===== src/rtl/iobr_pkg.sv =====
package iobr_pkg;
  // Target chosen by the address decoder
  typedef enum logic [1:0] {
    RGN_NONE   = 2'd0,
    RGN_IO     = 2'd1,
    RGN_PERIPH = 2'd2,
    RGN_RSV    = 2'd3
  } region_e;
endpackage


===== src/rtl/iobr_decode.sv =====
module iobr_decode
  import iobr_pkg::*;
#(
  parameter int AW = 32,
  parameter logic [AW-1:0] IO_BASE  = 32'hC000_0000,
  parameter logic [AW-1:0] IO_MASK  = 32'hC000_0000,
  parameter logic [AW-1:0] PER_BASE = 32'h8000_0000,
  parameter logic [AW-1:0] PER_MASK = 32'hFFFF_FF00,
  parameter logic [AW-1:0] RSV_BASE = 32'h8000_0000,
  parameter logic [AW-1:0] RSV_MASK = 32'hC000_0000
) (
  input  logic [AW-1:0] addr,
  output region_e       region
);
  // Priority: I/O window, then peripheral window, then the reserved span
  // that encloses the peripheral window.
  always_comb begin
    if ((addr & IO_MASK) == IO_BASE)        region = RGN_IO;
    else if ((addr & PER_MASK) == PER_BASE) region = RGN_PERIPH;
    else if ((addr & RSV_MASK) == RSV_BASE) region = RGN_RSV;
    else                                    region = RGN_NONE;
  end
endmodule


===== src/rtl/iobr_req_hold.sv =====
module iobr_req_hold #(
  parameter int AW  = 32,
  parameter int DW  = 32,
  parameter int BEW = DW / 8
) (
  input  logic           clk,
  input  logic           rst,
  input  logic           start,
  input  logic           start_wr,
  input  logic [AW-1:0]  addr,
  input  logic [BEW-1:0] be,
  input  logic [DW-1:0]  wdata,
  input  logic           io_ready,
  output logic           io_as,
  output logic           io_rd,
  output logic           io_wr,
  output logic [AW-1:0]  io_addr,
  output logic [BEW-1:0] io_be,
  output logic [DW-1:0]  io_wdata,
  output logic           done,
  output logic           done_rd
);
  localparam int LANE = DW / BEW;

  logic busy_q;

  assign io_as   = busy_q;
  assign done    = busy_q & io_ready;
  assign done_rd = io_rd;

  always_ff @(posedge clk) begin
    if (rst) begin
      busy_q  <= 1'b0;
      io_rd   <= 1'b0;
      io_wr   <= 1'b0;
      io_addr <= '0;
      io_be   <= '0;
    end else if (done) begin
      busy_q <= 1'b0;
      io_rd  <= 1'b0;
      io_wr  <= 1'b0;
    end else if (start) begin
      busy_q  <= 1'b1;
      io_rd   <= ~start_wr;
      io_wr   <= start_wr;
      io_addr <= addr;
      io_be   <= be;
    end
  end

  // Write data held per byte lane
  for (genvar g = 0; g < BEW; g++) begin : g_lane
    always_ff @(posedge clk) begin
      if (rst)
        io_wdata[g*LANE +: LANE] <= '0;
      else if (start && !busy_q)
        io_wdata[g*LANE +: LANE] <= wdata[g*LANE +: LANE];
    end
  end
endmodule


===== src/rtl/iobr_complete.sv =====
module iobr_complete #(
  parameter int DW = 32
) (
  input  logic          clk,
  input  logic          rst,
  input  logic          io_done,
  input  logic          io_done_rd,
  input  logic [DW-1:0] io_rdata,
  input  logic          rsv_done,
  output logic          cpu_ready,
  output logic [DW-1:0] cpu_rdata
);
  always_ff @(posedge clk) begin
    if (rst) begin
      cpu_ready <= 1'b0;
      cpu_rdata <= '0;
    end else begin
      cpu_ready <= io_done | rsv_done;
      if (io_done)
        cpu_rdata <= io_done_rd ? io_rdata : '0;
      else if (rsv_done)
        cpu_rdata <= '0;
    end
  end
endmodule


===== src/rtl/iobr_top.sv =====
module iobr_top
  import iobr_pkg::*;
#(
  parameter int AW = 32,
  parameter int DW = 32,
  parameter int PER_ADDR_BITS = 8,
  parameter logic [AW-1:0] IO_BASE  = 32'hC000_0000,
  parameter logic [AW-1:0] IO_MASK  = 32'hC000_0000,
  parameter logic [AW-1:0] PER_BASE = 32'h8000_0000,
  parameter logic [AW-1:0] RSV_BASE = 32'h8000_0000,
  parameter logic [AW-1:0] RSV_MASK = 32'hC000_0000
) (
  input  logic              clk,
  input  logic              rst,
  input  logic              cpu_as,
  input  logic              cpu_rd,
  input  logic              cpu_wr,
  input  logic [AW-1:0]     cpu_addr,
  input  logic [DW/8-1:0]   cpu_be,
  input  logic [DW-1:0]     cpu_wdata,
  output logic              cpu_ready,
  output logic [DW-1:0]     cpu_rdata,
  output logic              io_as,
  output logic              io_rd,
  output logic              io_wr,
  output logic [AW-1:0]     io_addr,
  output logic [DW/8-1:0]   io_be,
  output logic [DW-1:0]     io_wdata,
  input  logic [DW-1:0]     io_rdata,
  input  logic              io_ready,
  output logic              periph_sel
);
  localparam int BEW = DW / 8;
  localparam logic [AW-1:0] PER_MASK = ~((AW'(1) << PER_ADDR_BITS) - AW'(1));

  region_e region;
  logic    acc_ok, idle, start_io, start_rsv, io_done, io_done_rd;

  iobr_decode #(
    .AW(AW), .IO_BASE(IO_BASE), .IO_MASK(IO_MASK),
    .PER_BASE(PER_BASE), .PER_MASK(PER_MASK),
    .RSV_BASE(RSV_BASE), .RSV_MASK(RSV_MASK)
  ) i_decode (
    .addr   (cpu_addr),
    .region (region)
  );

  assign acc_ok     = cpu_as & (cpu_rd ^ cpu_wr);
  assign idle       = ~io_as;
  assign start_io   = acc_ok & idle & (region == RGN_IO);
  assign start_rsv  = acc_ok & idle & (region == RGN_RSV);
  assign periph_sel = acc_ok & idle & (region == RGN_PERIPH);

  iobr_req_hold #(.AW(AW), .DW(DW), .BEW(BEW)) i_hold (
    .clk      (clk),
    .rst      (rst),
    .start    (start_io),
    .start_wr (cpu_wr),
    .addr     (cpu_addr),
    .be       (cpu_be),
    .wdata    (cpu_wdata),
    .io_ready (io_ready),
    .io_as    (io_as),
    .io_rd    (io_rd),
    .io_wr    (io_wr),
    .io_addr  (io_addr),
    .io_be    (io_be),
    .io_wdata (io_wdata),
    .done     (io_done),
    .done_rd  (io_done_rd)
  );

  iobr_complete #(.DW(DW)) i_complete (
    .clk        (clk),
    .rst        (rst),
    .io_done    (io_done),
    .io_done_rd (io_done_rd),
    .io_rdata   (io_rdata),
    .rsv_done   (start_rsv),
    .cpu_ready  (cpu_ready),
    .cpu_rdata  (cpu_rdata)
  );
endmodule


===== config.mk =====
export PLATFORM = sky130hd
export DESIGN_NAME = iobr_top
export DESIGN_NICKNAME = d
export VERILOG_FILES = /design/src/rtl/iobr_pkg.sv /design/src/rtl/iobr_decode.sv /design/src/rtl/iobr_req_hold.sv /design/src/rtl/iobr_complete.sv /design/src/rtl/iobr_top.sv
export SDC_FILE = /design/constraint.sdc
export NUM_CORES = 1
export LEC_CHECK = 0
export BUFFER_PORTS_ARGS = -buffer_cell sky130_fd_sc_hd__buf_2
export CAP_MARGIN = 30
export CORE_UTILIZATION = 30
export CTS_BUF_LIST = sky130_fd_sc_hd__clkbuf_8
export CTS_CLUSTER_DIAMETER = 150
export DETAILED_ROUTE_END_ITERATION = 7
export GPL_TIMING_DRIVEN = 0
export PLACE_DENSITY = 0.58
export SYNTH_ARGS = -nofsm -noshare
export SYNTH_HDL_FRONTEND = slang
export SYNTH_SLANG_ARGS = --single-unit

===== constraint.sdc =====
create_clock -name clk -period 2.11 [get_ports clk]
set_input_delay 0.1055 -clock clk [delete_from_list [all_inputs] [get_ports clk]]
set_output_delay 0.1055 -clock clk [all_outputs]
set_load 0.005 [all_outputs]

**After elaboration in Yosys (flattened, before gate mapping)**

Index checks and enable logic that the tools add are counted.

- $add $sub $neg: 0
- Div/mod/pow operators: 0
- Shift-type cells: 0
- Multiply operators: 0
- Bitwise logic cells: 11
- Reduce and logical (&&, ||, !) cells: 5
- Equality and inequality tests: 6
- Multiplexer cells: 6
- $lt $le $gt $ge: 0

Operators by type and width:

| cell | number |
|---|---|
| $mux 32 | 3 |
| $eq 24x24->1 const B | 1 |
| $eq 2x2->1 const B | 4 |
| $and 1x1->1 | 6 |
| $mux 2 | 3 |
| $not 1->1 | 3 |
| $eq 2x1->1 const B | 1 |
| $reduce_and 2->1 | 1 |
| $reduce_bool 2->1 | 1 |
| $reduce_or 2->1 | 1 |
| $logic_and 1x1->1 | 1 |
| $logic_not 1->1 | 1 |
| $or 1x1->1 | 1 |
| $xor 1x1->1 | 1 |

- Bits in registers: 104
- ROM bits: 0
- Memory bits (writable): 0
- Memories kept: 0
- Logic and storage cells: 39
- Latch bits: 0
- Output and inout bits: 105

**Logic depth before layout (Yosys ltp)**

- Depth in word-level cells: 8
- Depth in mapped cells: 6
- Mapped depth without buffers: 4

**By module**

From an unflattened synthesis, not the netlist that was laid out.

- Cells, all modules: 476
- Area, all modules: 4244.1 µm²

Modules (own cells, without submodules):

| module | cells an instance | instances | sequential area each (µm²) | area each (µm²) |
|---|---|---|---|---|
| iobr_req_hold | 312 | 1 | 1421.4 | 2755.1 |
| iobr_complete | 148 | 1 | 660.6 | 1358.8 |
| iobr_decode | 10 | 1 | 0.0 | 85.1 |
| iobr_top | 6 | 1 | 0.0 | 45.0 |

**Least setup slack after synthesis**

OpenSTA, ideal clock, no wires.

- Kind: input to register
- Start: input cpu_addr[15]
- End: register i_complete.cpu_rdata[8]
- Required time: 2050 ps
- Stages: 5
- Arrival: 1629 ps
- Buffers on the path: 1
- Setup slack: 421 ps
- Cells stage by stage: or4_1 > or4_4 > o21ai_4 > buf_6 > a32o_2

- Word-level cells in the longest chain between the ends: 6

Ends and longest elaborated chain:

| item | line | text |
|---|---|---|
| start, declared | iobr_top.sv:18 | `input logic [AW-1:0] cpu_addr,` |
| $eq 24x24->1 | iobr_decode.sv:19 | `else if ((addr & PER_MASK) == PER_BASE) region = RGN_PERIPH;` |
| $mux 2 | iobr_decode.sv:19 |  |
| $mux 2 | iobr_decode.sv:18 | `if ((addr & IO_MASK) == IO_BASE) region = RGN_IO;` |
| $eq 2x2->1 | iobr_top.sv:51 | `assign start_rsv = acc_ok & idle & (region == RGN_RSV);` |
| $and 1x1->1 | iobr_top.sv:51 |  |
| $reduce_bool 2->1 (no source line) | - |  |
| end signal, assigned | iobr_complete.sv:20 | `cpu_rdata <= io_done_rd ? io_rdata : '0;` |
| end, declared | iobr_complete.sv:11 | `output logic [DW-1:0] cpu_rdata` |

Every way passes these cells.
A chain may end at the register's enable or synchronous reset.

**Worst setup path after layout**

- Start: input cpu_addr[9]
- End: output periph_sel

- Word-level cells in the longest chain between the ends: 5

Ends and longest elaborated chain:

| item | line | text |
|---|---|---|
| $eq 24x24->1 | iobr_decode.sv:19 |  |
| $mux 2 | iobr_decode.sv:19 |  |
| $mux 2 | iobr_decode.sv:18 |  |
| $eq 2x2->1 | iobr_top.sv:52 | `assign periph_sel = acc_ok & idle & (region == RGN_PERIPH);` |
| $and 1x1->1 | iobr_top.sv:52 |  |
| end, declared | iobr_top.sv:31 | `output logic periph_sel` |

Every way passes these cells.

==> impl_metrics.env <==
export IMPL_slew_headroom_pct=57.73
export IMPL_clkTransAtPathRegs_ns=0.09
export IMPL_post_route_drc_count=13
export IMPL_num_io_pins=211
export IMPL_maxSlewViolCount=0
export IMPL_pwr_share_clk_pct=30.8
export IMPL_p_int_w=0.002715
export IMPL_worstPathArrival_ns=1.98
export IMPL_power_density_mw_per_mm2=589.0
export IMPL_synth_flop_cell="dfxtp_1"
export IMPL_syn_mean_instance_area_um2=9.074
export IMPL_globalplace_congestion=0.7534
export IMPL_final_util_pct=51.84
export IMPL_violations="DRC"
export IMPL_port_buffers=209
export IMPL_synthDistinctLibCells=22
export IMPL_cts_sinks=104
export IMPL_clockBufferDepth=2
export IMPL_grt_pass1_vias=4110
export IMPL_cts_made_buffers=9
export IMPL_startpoint_type="input port"
export IMPL_cts_tree="done"
export IMPL_hp_class="in2reg"
export IMPL_syn_num_nets=503
export IMPL_drt_pass1_iterations=6
export IMPL_synth_edf_count=0
export IMPL_p_leak_nw=2.854
export IMPL_cp_end_kind="output pin"
export IMPL_final_nets=823
export IMPL_switchingPower_w=0.0008168
export IMPL_place_ws_ns=0.07040
export IMPL_row_count=39
export IMPL_status="finished with violations"
export IMPL_initial_utilization_pct=31.15
export IMPL_cap_viol_max_count=0
export IMPL_cp_top_family="buffers and inverters"
export IMPL_p_comb_share_pct=12.2
export IMPL_synth_seq_area_share_pct=57.80
export IMPL_drtIter0Drc=219
export IMPL_synthArstFlopShare_pct=0
export IMPL_die_area_mm2=0.01245
export IMPL_skew_ns=0.009431
export IMPL_r2r_cells=6
export IMPL_drt_total_wl_um=12040
export IMPL_die_h_um=111.6
export IMPL_cts_max_level=3
export IMPL_drive_gt1_share_pct=35.88
export IMPL_antenna_cells=0
export IMPL_cts_root_buf="clkbuf_8"
export IMPL_worst_path_largest_cell_delay_ns=0.55
export IMPL_vdd_ir_drop_max_mv=0.3295
export IMPL_path_cells="dlygate4sd3_1, buf_2, nor4_1, nand4_1, buf_4, a2111oi_1, buf_2"
export IMPL_routedWlPerCell_um=13.96
export IMPL_crit_slowest_cell="dlygate4sd3_1"
export IMPL_setup_viol=0
export IMPL_vias=4042
export IMPL_critical_path_buf_inv_count=4
export IMPL_grt_overflow=0
export IMPL_fmax_mhz=480.6
export IMPL_worst_path_stages=7
export IMPL_synth_seq_cells=104
export IMPL_swShare_pct=23.13
export IMPL_crit_path_frequent_cell="buf_2"
export IMPL_grt_pass1_wl_um=19550
export IMPL_insertion_delay_ns=0.37
export IMPL_critPathKind="in2out"
export IMPL_die_width_um=111.6
export IMPL_viasPerCell=4.689
export IMPL_drt_antenna_violating_nets=0
export IMPL_final_common_cell="buf_2"
export IMPL_area_growth_pct=66.45
export IMPL_grt_max_degree=15
export IMPL_layout_min_cycle_time_ns=2.081
export IMPL_synthCells=397
export IMPL_yosysWarnings=0
export IMPL_hold_viol=0
export IMPL_cp_max_fo=2
export IMPL_track_usage_pct=19.92
export IMPL_core_mm2=0.01156
export IMPL_period_share_pct=98.61
export IMPL_synth_area_mm2=0.003602
export IMPL_setup_slack_ns=0.02925
export IMPL_antenna_found_initial=0
export IMPL_critical_path_required_ns=2.00
export IMPL_worstMarginPinSlew_ns=0.6341
export IMPL_dp_hpwl_um=8275
export IMPL_pwr_share_seq_pct=57.0
export IMPL_worstHoldPathCells=4
export IMPL_mostFrequentLayoutCells="buf_2 (209), nand2_1 (135), dfxtp_1 (104), dlygate4sd3_1 (100), a21oi_1 (70)"
==> final timing paths <==
path / start / slack, ns / to
max: cpu_addr[9] / 0.03 / periph_sel
min: cpu_addr[31] / 0.38 / i_hold.done_rd$_SDFFE_PP0P_
max reg2reg: i_hold.io_as$_SDFFE_PP0P_ / 0.35 / i_hold.io_wdata[13]$_SDFFE_PP0P_
min reg2reg: i_hold.io_wdata[17]$_SDFFE_PP0P_ / 0.45 / i_hold.io_wdata[17]$_SDFFE_PP0P_
==> per-layer routing <==
layer	share of wire, %	global-route usage (%)	vias to the layer above
li1	-	-	2006
met2	49	35.33	159
met5	0	0	-
met3	6.9	5.117	36
met4	3.7	11.80	0
met1	40	21.38	1841
==> sequential cells by signal (all words and copies together) (netlist names) <==
| signal | cells |
|---|---|
| i_complete.cpu_rdata | 32 |
| i_hold.io_wdata | 32 |
| i_hold.io_addr | 32 |
| i_hold.io_as | 1 |
| i_complete.cpu_ready | 1 |
| i_hold.io_be | 4 |
| i_hold.done_rd | 1 |
| i_hold.io_wr | 1 |
==> synth_stat cells (2+ instances only) <==
| library cell | count | share of area [%] |
|---|---|---|
| a32o_1 | 3 | 0.83 |
| nand3_1 | 2 | 0.28 |
| a32o_2 | 29 | 9.1 |
| nand2b_1 | 2 | 0.35 |
| clkbuf_1 | 29 | 3.0 |
| a21oi_1 | 70 | 9.7 |
| nand4_1 | 2 | 0.35 |
| nor2_1 | 4 | 0.42 |
| nor4_1 | 4 | 0.69 |
| dfxtp_1 | 104 | 58 |
| nand2_1 | 135 | 14 |
| buf_6 | 3 | 0.94 |
==> power by group through the flow <==
stage	logic [W]	clock network [W]	registers [W]
2_1_floorplan	0.000105	0	0.00206
3_3_place_gp	0.000279	0	0.00206
3_5_place_dp	0.000285	0	0.00206
4_1_cts	0.000429	0.00115	0.00201
5_1_grt	0.000473	0.00122	0.00202
6_report	0.000432	0.00109	0.00201
==> per-stage QoR <==
| step | cell area, um2 | hold slack (ns) | instances | power [W] | TNS (ns) |
|---|---|---|---|---|---|
| after floorplan | 3602 | 0.1959 | 397 | 0.002167 | 0 |
| after global placement | 4827 | 0.3101 | 749 | 0.002336 | 0 |
| after detailed placement | 4827 | 0.3130 | 749 | 0.002344 | 0 |
| after CTS | 5988 | 0.4115 | 862 | 0.003591 | 0 |
| after global routing | 5996 | 0.4057 | 862 | 0.003713 | -0.01643 |
| final | 5996 | 0.3825 | 862 | 0.003531 | 0 |
==> worst min-delay path: cells and delay by family <==
family                 cells  cell delay [ns]
AOI/OAI and AO/OA          2             0.22
buffers and inverters      1             0.12
and+or+nand+nor            1             0.27
==> final cells by class <==
cell class	count	area (um2)
flip-flops and latches	104	2082
clock buffers	11	151.4
fillers	1084	5569
repair buffers	310	2054
clock inverters	2	8.758
well taps	143	178.9
plain buffers	31	140.1
multi-input cells	261	1380
==> what timing repair did <==
action / in CTS / in global routing
setup endpoints to repair: 0 / 67
buffers inserted: 0 / 1
hold buffers: 100 / 0
resized for setup: 0 / 4
endpoints found under the hold margin: 101 / 0
==> kinds of logic (layout without fill, tap and decap cells) <==
group | count (synthesis) | in the layout | share of synthesized area (%)
and+or+nand+nor | 155 | 155 | 17.54
xor gates and xnor gates | 1 | 1 | 0.2432
AOI/OAI and AO/OA | 105 | 105 | 20.46
buffers and inverters | 32 | 354 | 3.960
DFF | 104 | 104 | 57.80
No activity file was read; power rests on OpenSTA's default activity.
